<file path="src/rtl/vic_pkg.sv">
package vic_pkg;
    localparam int NUM_RST_CAUSES = 4;
    localparam int SLOT_STRIDE    = 2;

    // Word address of a vector slot; slot 0 is the reset vector.
    function automatic int unsigned slot_word_addr(input int unsigned slot);
        return slot * SLOT_STRIDE;
    endfunction
endpackage

</file>
<file path="src/rtl/vic_qual.sv">
module vic_qual #(
    parameter int NUM_SRC = 17
) (
    input  logic [NUM_SRC-1:0] pend,
    input  logic [NUM_SRC-1:0] mask,
    input  logic               gie,
    output logic [NUM_SRC-1:0] qual
);
    for (genvar i = 0; i < NUM_SRC; i++) begin : g_bit
        assign qual[i] = pend[i] & mask[i] & gie;
    end
endmodule

</file>
<file path="src/rtl/vic_prio_enc.sv">
module vic_prio_enc #(
    parameter int NUM_SRC = 17,
    localparam int IDX_W = (NUM_SRC > 1) ? $clog2(NUM_SRC) : 1
) (
    input  logic [NUM_SRC-1:0] req,
    output logic               any,
    output logic [IDX_W-1:0]   idx,
    output logic [NUM_SRC-1:0] grant
);
    always_comb begin
        any   = 1'b0;
        idx   = '0;
        grant = '0;
        for (int i = NUM_SRC - 1; i >= 0; i--) begin
            if (req[i]) begin
                any   = 1'b1;
                idx   = IDX_W'(i);
                grant = NUM_SRC'(1) << i;
            end
        end
    end
endmodule

</file>
<file path="src/rtl/vic_irq_ctrl.sv">
module vic_irq_ctrl
    import vic_pkg::*;
#(
    parameter int NUM_SRC = 17,
    localparam int ADDR_W = $clog2(SLOT_STRIDE * NUM_SRC + 1),
    localparam int IDX_W  = (NUM_SRC > 1) ? $clog2(NUM_SRC) : 1
) (
    input  logic                      clk,
    input  logic                      rst_n,
    input  logic [NUM_RST_CAUSES-1:0] rst_cause,
    input  logic [NUM_SRC-1:0]        src_req,
    input  logic [NUM_SRC-1:0]        en_mask,
    input  logic                      gie_we,
    input  logic                      gie_din,
    input  logic                      irq_ack,
    input  logic                      irq_ret,
    output logic                      gie,
    output logic                      vec_valid,
    output logic [ADDR_W-1:0]         vec_addr
);
    typedef struct packed {
        logic               rst_pend;
        logic               gie;
        logic [NUM_SRC-1:0] pend;
    } state_t;

    state_t st_d, st_q;

    logic [NUM_SRC-1:0] qual;
    logic [NUM_SRC-1:0] grant;
    logic [IDX_W-1:0]   win_idx;
    logic               win_any;
    logic               take;
    logic [NUM_SRC-1:0] clr;

    vic_qual #(.NUM_SRC(NUM_SRC)) u_qual (
        .pend (st_q.pend),
        .mask (en_mask),
        .gie  (st_q.gie),
        .qual (qual)
    );

    vic_prio_enc #(.NUM_SRC(NUM_SRC)) u_enc (
        .req   (qual),
        .any   (win_any),
        .idx   (win_idx),
        .grant (grant)
    );

    always_comb begin
        st_d      = st_q;
        vec_valid = st_q.rst_pend | win_any;
        vec_addr  = '0;
        if (!st_q.rst_pend && win_any) begin
            vec_addr = ADDR_W'(slot_word_addr(int'(win_idx) + 1));
        end

        take = irq_ack & vec_valid;
        clr  = (take && !st_q.rst_pend) ? grant : '0;

        st_d.rst_pend = (st_q.rst_pend & ~take) | (|rst_cause);
        st_d.pend     = (st_q.pend & ~clr) | src_req;

        if (take) begin
            st_d.gie = 1'b0;
        end else if (irq_ret) begin
            st_d.gie = 1'b1;
        end else if (gie_we) begin
            st_d.gie = gie_din;
        end
    end

    always_ff @(posedge clk or negedge rst_n) begin
        if (!rst_n) begin
            st_q <= '{rst_pend: 1'b1, gie: 1'b0, pend: '0};
        end else begin
            st_q <= st_d;
        end
    end

    assign gie = st_q.gie;
endmodule

</file>
<file path="config.mk">
export PLATFORM = sky130hd
export DESIGN_NAME = vic_irq_ctrl
export DESIGN_NICKNAME = d
export VERILOG_FILES = /design/src/rtl/vic_pkg.sv /design/src/rtl/vic_qual.sv /design/src/rtl/vic_prio_enc.sv /design/src/rtl/vic_irq_ctrl.sv
export SDC_FILE = /design/constraint.sdc
export NUM_CORES = 1
export LEC_CHECK = 0
export BUFFER_PORTS_ARGS = -buffer_cell sky130_fd_sc_hd__buf_2
export CORE_MARGIN = 1.5
export CORE_UTILIZATION = 52
export DETAILED_ROUTE_END_ITERATION = 7
export GPL_TIMING_DRIVEN = 0
export PLACE_DENSITY = 0.92
export SYNTH_ARGS = -nofsm -noshare
export SYNTH_HDL_FRONTEND = slang
export SYNTH_SLANG_ARGS = --single-unit
export TNS_END_PERCENT = 20
</file>
<file path="constraint.sdc">
create_clock -name clk -period 2.7 [get_ports clk]
set_input_delay 0 -clock clk [delete_from_list [all_inputs] [get_ports clk]]
set_output_delay 0 -clock clk [all_outputs]
set_load 0.005 [all_outputs]
</file>
==> flow_summary.ini, run 1 <==
[run_status]
outcome = complete, but fails checks
failed_checks = hold timing

[die]
floorplan.rows = 18
initial_utilization = 0.5413
floorplan.die.height_um = 53.55
ports_placed_on_the_boundary = 52
fp.dieW_um = 53.55
die_area_um2 = 2868
core_region_area_um2 = 2455

[synthesis]
yosysTopAreaCellShare = 0.3390
synth_fp_nets = 189
post_synth_main_area_contributors = dfrtp_1, a21o_1, nand2_1, a22oi_2, nand3_1
synthesis.instances = 144
synth_top_family_by_area = compound AO/OA/AOI/OAI gates
synth_flop_cell = dfrtp_1
yosys.area.top_type = dfrtp_1
syn_area_per_cell_um2 = 9.228
yosys_warnings = 0
synth_async_sr_flop_share = 1.000
synth_enable_flop_cells = 0
summed_instance_area_of_the_synthesized_netlist_um2 = 1329
synth_seq_area_share = 0.3588
synthXorXnorAreaFrac = 0.006591
synth_cell_types = 45
synth_simple_gate_area_frac = 0.2778
ys_seq_elements = 19
synth_compound_area_frac = 0.3136
synth_mux_area_frac = 0.007533
synthAdderAreaFrac = 0.009416

[placed_design]
numPortBuffers = 50
finalWeightedCongestion = 0.8214
dpl.hpwl_um = 2588
cell_area_after_placement_um2 = 1617

[global_route]
grt_start_max_net_pins = 20
grt_antenna_before_repair = 0
first_global_vias = 1404
grt_first_pass_wirelength_um = 5568
globalRouteTotalUtil = 0.2603
global_route_overflow = 0

[clock_tree]
tritoncts = yes
post_cts_resize_count = 0
clock-sinks = 19
cts-root-buf = clkbuf_4
cts-hold-fix-buffers = 23
postCtsSetupRepairBufs = 0
worst_skew_pair.late_latency_ps = 300
clk_pin_slew_worst_paths_ps = 110
htree_levels = 1
number_of_buffers_added_by_the_clock_tree_synthesis_step = 3
clock_tree.buffer_depth = 2

[layout]
fillers = 191
nNetsFinal = 267
drive_gt1_frac = 0.3348
non_filler_cell_area_final_um2 = 1873
syn2layout_area_growth_pct = 40.96
diodes = 0

[detailed_routing]
number_of_design_rule_violations_left_by_the_first_detailed_router_iteration = 51
detail-route-antenna-nets = 0
vias = 1433
wl_um = 3499
remaining_drc_errors = 0
drt-wirelength-per-cell_um = 13.94
ratio_of_routed_vias_to_standard_cells = 5.709
detail_route.first_pass.iterations = 4

[sta]
rsz0062_at_grt = no
timing.final.crit_period_ps = 2345
post-route-period-util = 0.8687
fin_tns_setup_ps = 0
drv_slew = 0
setup_viol = 0
clock-skew-final_ps = 3.193
finalHoldViolCount = 1
maximum_clock_frequency_mhz = 426.4
hold_slack_ps = -3.273

[worst_setup_path]
critical_path_max_stage_delay_ps = 430
path_cells = and2_1, o211ai_1, o21ai_0, a22oi_1, a31oi_1, ha_1, xnor2_1, nor3_1, buf_2
timing.setup.critical_path_class = reg2out
cp_required_ps = 2700
crit_path_top_delay_cell = dfrtp_1
arrival_time_reported_for_the_critical_path_endpoint_ps = 2350
timing.critical_path.fanout_max = 4
worst_setup_path_start_kind = register
critPathTopFamily = compound AO/OA/AOI/OAI gates
end_kind = primary output
worst-path-buf-inv = 1

[power]
cellLeakagePower_nw = 0.7805
power.ir.vdd_worst_mv = 0.3090
cellPowerDensity_nw_per_um2 = 325.4

[hold_path]
worstHoldPathType = in2reg

[job]
cap_viol_max_count = 0
## final cells by class
class	instances	area, µm²	share of cell area
multi-input combinational	119	820.8	0.4382
timing repair buffer	73	480.5	0.2565
sequential	19	476.7	0.2545
tap	30	37.54	0.02004
clock buffer	4	26.28	0.01403
buffer	3	20.02	0.01069
inverter	3	11.26	0.006012
## sequential cells by signal, summed over array words and instances (netlist names)
signal	cells
gie	1
st_q	18
## cell usage after synthesis, types with 4 or more instances
| master | number |
|---|---|
| a21o_1 | 16 |
| a22oi_1 | 6 |
| a22oi_2 | 4 |
| a31oi_1 | 4 |
| dfrtp_1 | 18 |
| nand2_1 | 19 |
| nand2b_1 | 5 |
| nand3_1 | 9 |
| nand4_1 | 5 |
| nor2_1 | 6 |
| nor3_1 | 5 |
## worst reg2reg max path, stage by stage (launching register included)
cell,delay [ps]
dfrtp_1,430
a22oi_1,320
a41oi_4,240
nor3_4,390
nand2_2,100
a21oi_1,140
dlygate4sd3_1,550
## metal layers
layer | up-vias | wire length, µm | global-route usage
met2 | 54 | 1825 | 0.5021
met4 | 0 | 42 | 0.06838
met1 | 667 | 1461 | 0.3088
met5 | - | 0 | 0
met3 | 6 | 169 | 0.01667
li1 | 706 | - | -
## path summary, 6_finish.rpt
path                                   from          end  slack, ps  cells past startpoint
worst max register to register      st_q[9]          gie        470                      6
min in group asynchronous             rst_n      st_q[8]        160                      2
worst max-delay path                st_q[5]  vec_addr[3]        350                      9
worst min-delay path            en_mask[14]     st_q[14]         -3                      3
worst min register to register      st_q[2]      st_q[2]        530                      1
max in group asynchronous             rst_n     st_q[18]       2200                      2
## power by group
group	switching [mW]	total (mW)	internal, mW
Clock	0.0895	0.147	0.0575
Sequential	0.00153	0.288	0.287
Combinational	0.0908	0.174	0.0836
Total	0.182	0.610	0.428
## per-stage QoR
stage,setup slack [ps],cells,hold WS [ps],total power [mW],utilization
2_1_floorplan,1025,144,-295.6,0.3763,-
3_3_place_gp,752.8,224,-46.01,0.4340,0.6585
3_5_place_dp,710.5,224,-32.76,0.4411,0.6585
5_1_grt,207.3,251,5.267,0.6416,0.7630
6_report,354.6,251,-3.273,0.6095,0.7630
4_1_cts,373.6,251,3.235,0.6069,0.7630
## layout by cell type, fill, tap and decap left out, types with 4 or more instances in the layout
| cell type | count |
|---|---|
| nand4_1 | 5 |
| dlygate4sd3_1 | 23 |
| a21o_1 | 16 |
| nand2_1 | 19 |
| buf_2 | 51 |
| a31oi_1 | 4 |
| a22oi_1 | 6 |
| nand2b_1 | 5 |
| nor2_1 | 6 |
| a22oi_2 | 4 |
| dfrtp_1 | 18 |
| nor3_1 | 5 |
| nand3_1 | 9 |
## cells by family after synthesis
family / Yosys count
xor gates and xnor gates: 1
muxes: 1
DFF: 19
AOI/OAI and AO/OA: 51
buffers and inverters: 6
other: 1
and+or+nand+nor: 64
adders and majority gates: 1
Power figures use the tool's default switching activity.
==> inputs of run 2 (changes only) <==
CORE_UTILIZATION = 35   (was 52)
PLACE_DENSITY = 0.68   (was 0.92)
==> run 2 against run 1 <==
The flow now finishes without violations; sequential cell count unchanged; total power increased by 7.9%; sequential share of layout area decreased by 0.55 points; critical path depth unchanged; first-iteration DRC count decreased by 45%; via count decreased by 1.3%; die area increased by 46%; clock-buffer cell count unchanged; largest power group unchanged.
==> flow_summary.ini, run 2 (synthesized netlist as in run 1, its figures left out) <==
[power]
cellLeakagePower_nw = 0.7882
cellPowerDensity_nw_per_um2 = 343.6
power.ir.vdd_worst_mv = 0.2307

[worst_setup_path]
end_kind = primary output
cp_required_ps = 2700
timing.setup.critical_path_class = reg2out
worst_r2r_endpoint = gie
arrival_time_reported_for_the_critical_path_endpoint_ps = 2240
r2r-start = st_q[1]
r2r.worst_path.cells = 6
worst_setup_path_start_kind = register
timing.critical_path.fanout_max = 4
setup.reg_to_reg.worst_slack_ps = 510

[sta]
worst_slack_ps = 460.2
clock-skew-final_ps = 2.401
fin_tns_setup_ps = 0
drv_slew = 0
setup_viol = 0
post-route-period-util = 0.8295
timing.final.crit_period_ps = 2240
finalHoldViolCount = 0
maximum_clock_frequency_mhz = 446.5
rsz0062_at_grt = no
hold_slack_ps = 39.99

[clock_tree]
htree_levels = 1
clock_tree.buffer_depth = 2
worst_skew_pair.late_latency_ps = 260
tritoncts = yes
post_cts_resize_count = 0
number_of_buffers_added_by_the_clock_tree_synthesis_step = 3
clock-sinks = 19
clk_pin_slew_worst_paths_ps = 70
cts-root-buf = clkbuf_8

[detailed_routing]
wl_um = 3344
ratio_of_routed_vias_to_standard_cells = 5.257
number_of_design_rule_violations_left_by_the_first_detailed_router_iteration = 28
remaining_drc_errors = 0
detail_route.first_pass.iterations = 4
vias = 1414
drt-wirelength-per-cell_um = 12.43
detail-route-antenna-nets = 0

[placed_design]
finalWeightedCongestion = 0.7952
cell_area_after_placement_um2 = 1639
placement.setup.worst_slack_ps = 743.6
numPortBuffers = 50
dpl.hpwl_um = 2505

[global_route]
global_route_overflow = 0
first_global_vias = 1308
grt_antenna_before_repair = 0
grt_first_pass_wirelength_um = 5768
grt_start_max_net_pins = 20
globalRouteTotalUtil = 0.1753

[hold_path]
min_from = en_mask[4]
worstHoldPathType = in2reg
worst_hold_path.num_cells = 3
hold-path-endpoint = st_q[4]

[die]
fp.dieW_um = 64.62
floorplan.die.height_um = 64.62
initial_utilization = 0.3630
ports_placed_on_the_boundary = 52
die_area_um2 = 4175
floorplan.rows = 22
core_region_area_um2 = 3661

[run_status]
outcome = completed

[layout]
number_of_flip_flops_in_the_largest_register = 18
nNetsFinal = 267
syn2layout_area_growth_pct = 44.07
leading_cell_type_in_the_layout_fill_and_taps_excluded = buf_2
diodes = 0
layout_common_cells = buf_2, dlygate4sd3_1, nand2_1, dfrtp_1, a21o_1
fillers = 345
final_core_utilization = 0.5229
drive_gt1_frac = 0.3348
largest-register = st_q
non_filler_cell_area_final_um2 = 1914

[job]
cap_viol_max_count = 0
==> run 2: cell counts in the layout (fill, tap and decap cells not counted) <==
No cell type changed its count.
==> run 2: metal layers <==
| layer | vias up | part of all wire | GRT usage |
|---|---|---|---|
| li1 | 706 | - | - |
| met1 | 651 | 0.45 | 0.2266 |
| met2 | 48 | 0.48 | 0.2956 |
| met3 | 9 | 0.050 | 0.02431 |
| met4 | 0 | 0.023 | 0.06915 |
| met5 | - | 0 | 0 |
==> run 2: final cells by class <==
cell class / instances / area [µm²] / share of cell area
multi-input combinational: 119 / 820.8 / 0.4288
timing repair buffer: 73 / 480.5 / 0.2510
sequential: 19 / 476.7 / 0.2490
tap: 48 / 60.06 / 0.03137
clock buffer: 4 / 45.04 / 0.02353
buffer: 3 / 20.02 / 0.01046
inverter: 3 / 11.26 / 0.005882
==> run 2: worst max path at each step <==
stage / start / endpoint / slack, ps
after floorplan: st_q[5] / vec_addr[3] / 1020
after global placement: st_q[12] / vec_addr[5] / 740
after detailed placement: st_q[12] / vec_addr[5] / 740
after CTS: st_q[12] / vec_addr[5] / 450
after global routing: st_q[12] / vec_addr[5] / 100
final: st_q[12] / vec_addr[5] / 460
==> run 2: critical path: stages, from the launching register on <==
cell and delay, ps:
dfrtp_1 410, a22oi_2 310, nand3b_1 130, a21boi_0 180, o21ai_0 150, a21boi_0 230
ha_1 210, a31oi_1 80, nor3_1 150, buf_2 140
==> run 2: repair_timing <==
| action | CTS | global route |
|---|---|---|
| hold buffers | 23 | 0 |
| setup endpoints to repair | 0 | 0 |
| buffers inserted | 0 | 0 |
| endpoints found under the hold margin | 37 | 0 |
==> run 2: power breakdown <==
group | internal (mW) | switching, mW
sequential | 0.287 | 0.00134
clock | 0.105 | 0.0935
combinational | 0.0834 | 0.0880
total | 0.475 | 0.183
==> run 2: metrics by stage <==
step,power [mW],instances
3_5_place_dp,0.4403,242
3_3_place_gp,0.4395,242
6_report,0.6578,269
5_1_grt,0.6991,269
2_1_floorplan,0.3763,144
4_1_cts,0.6645,269
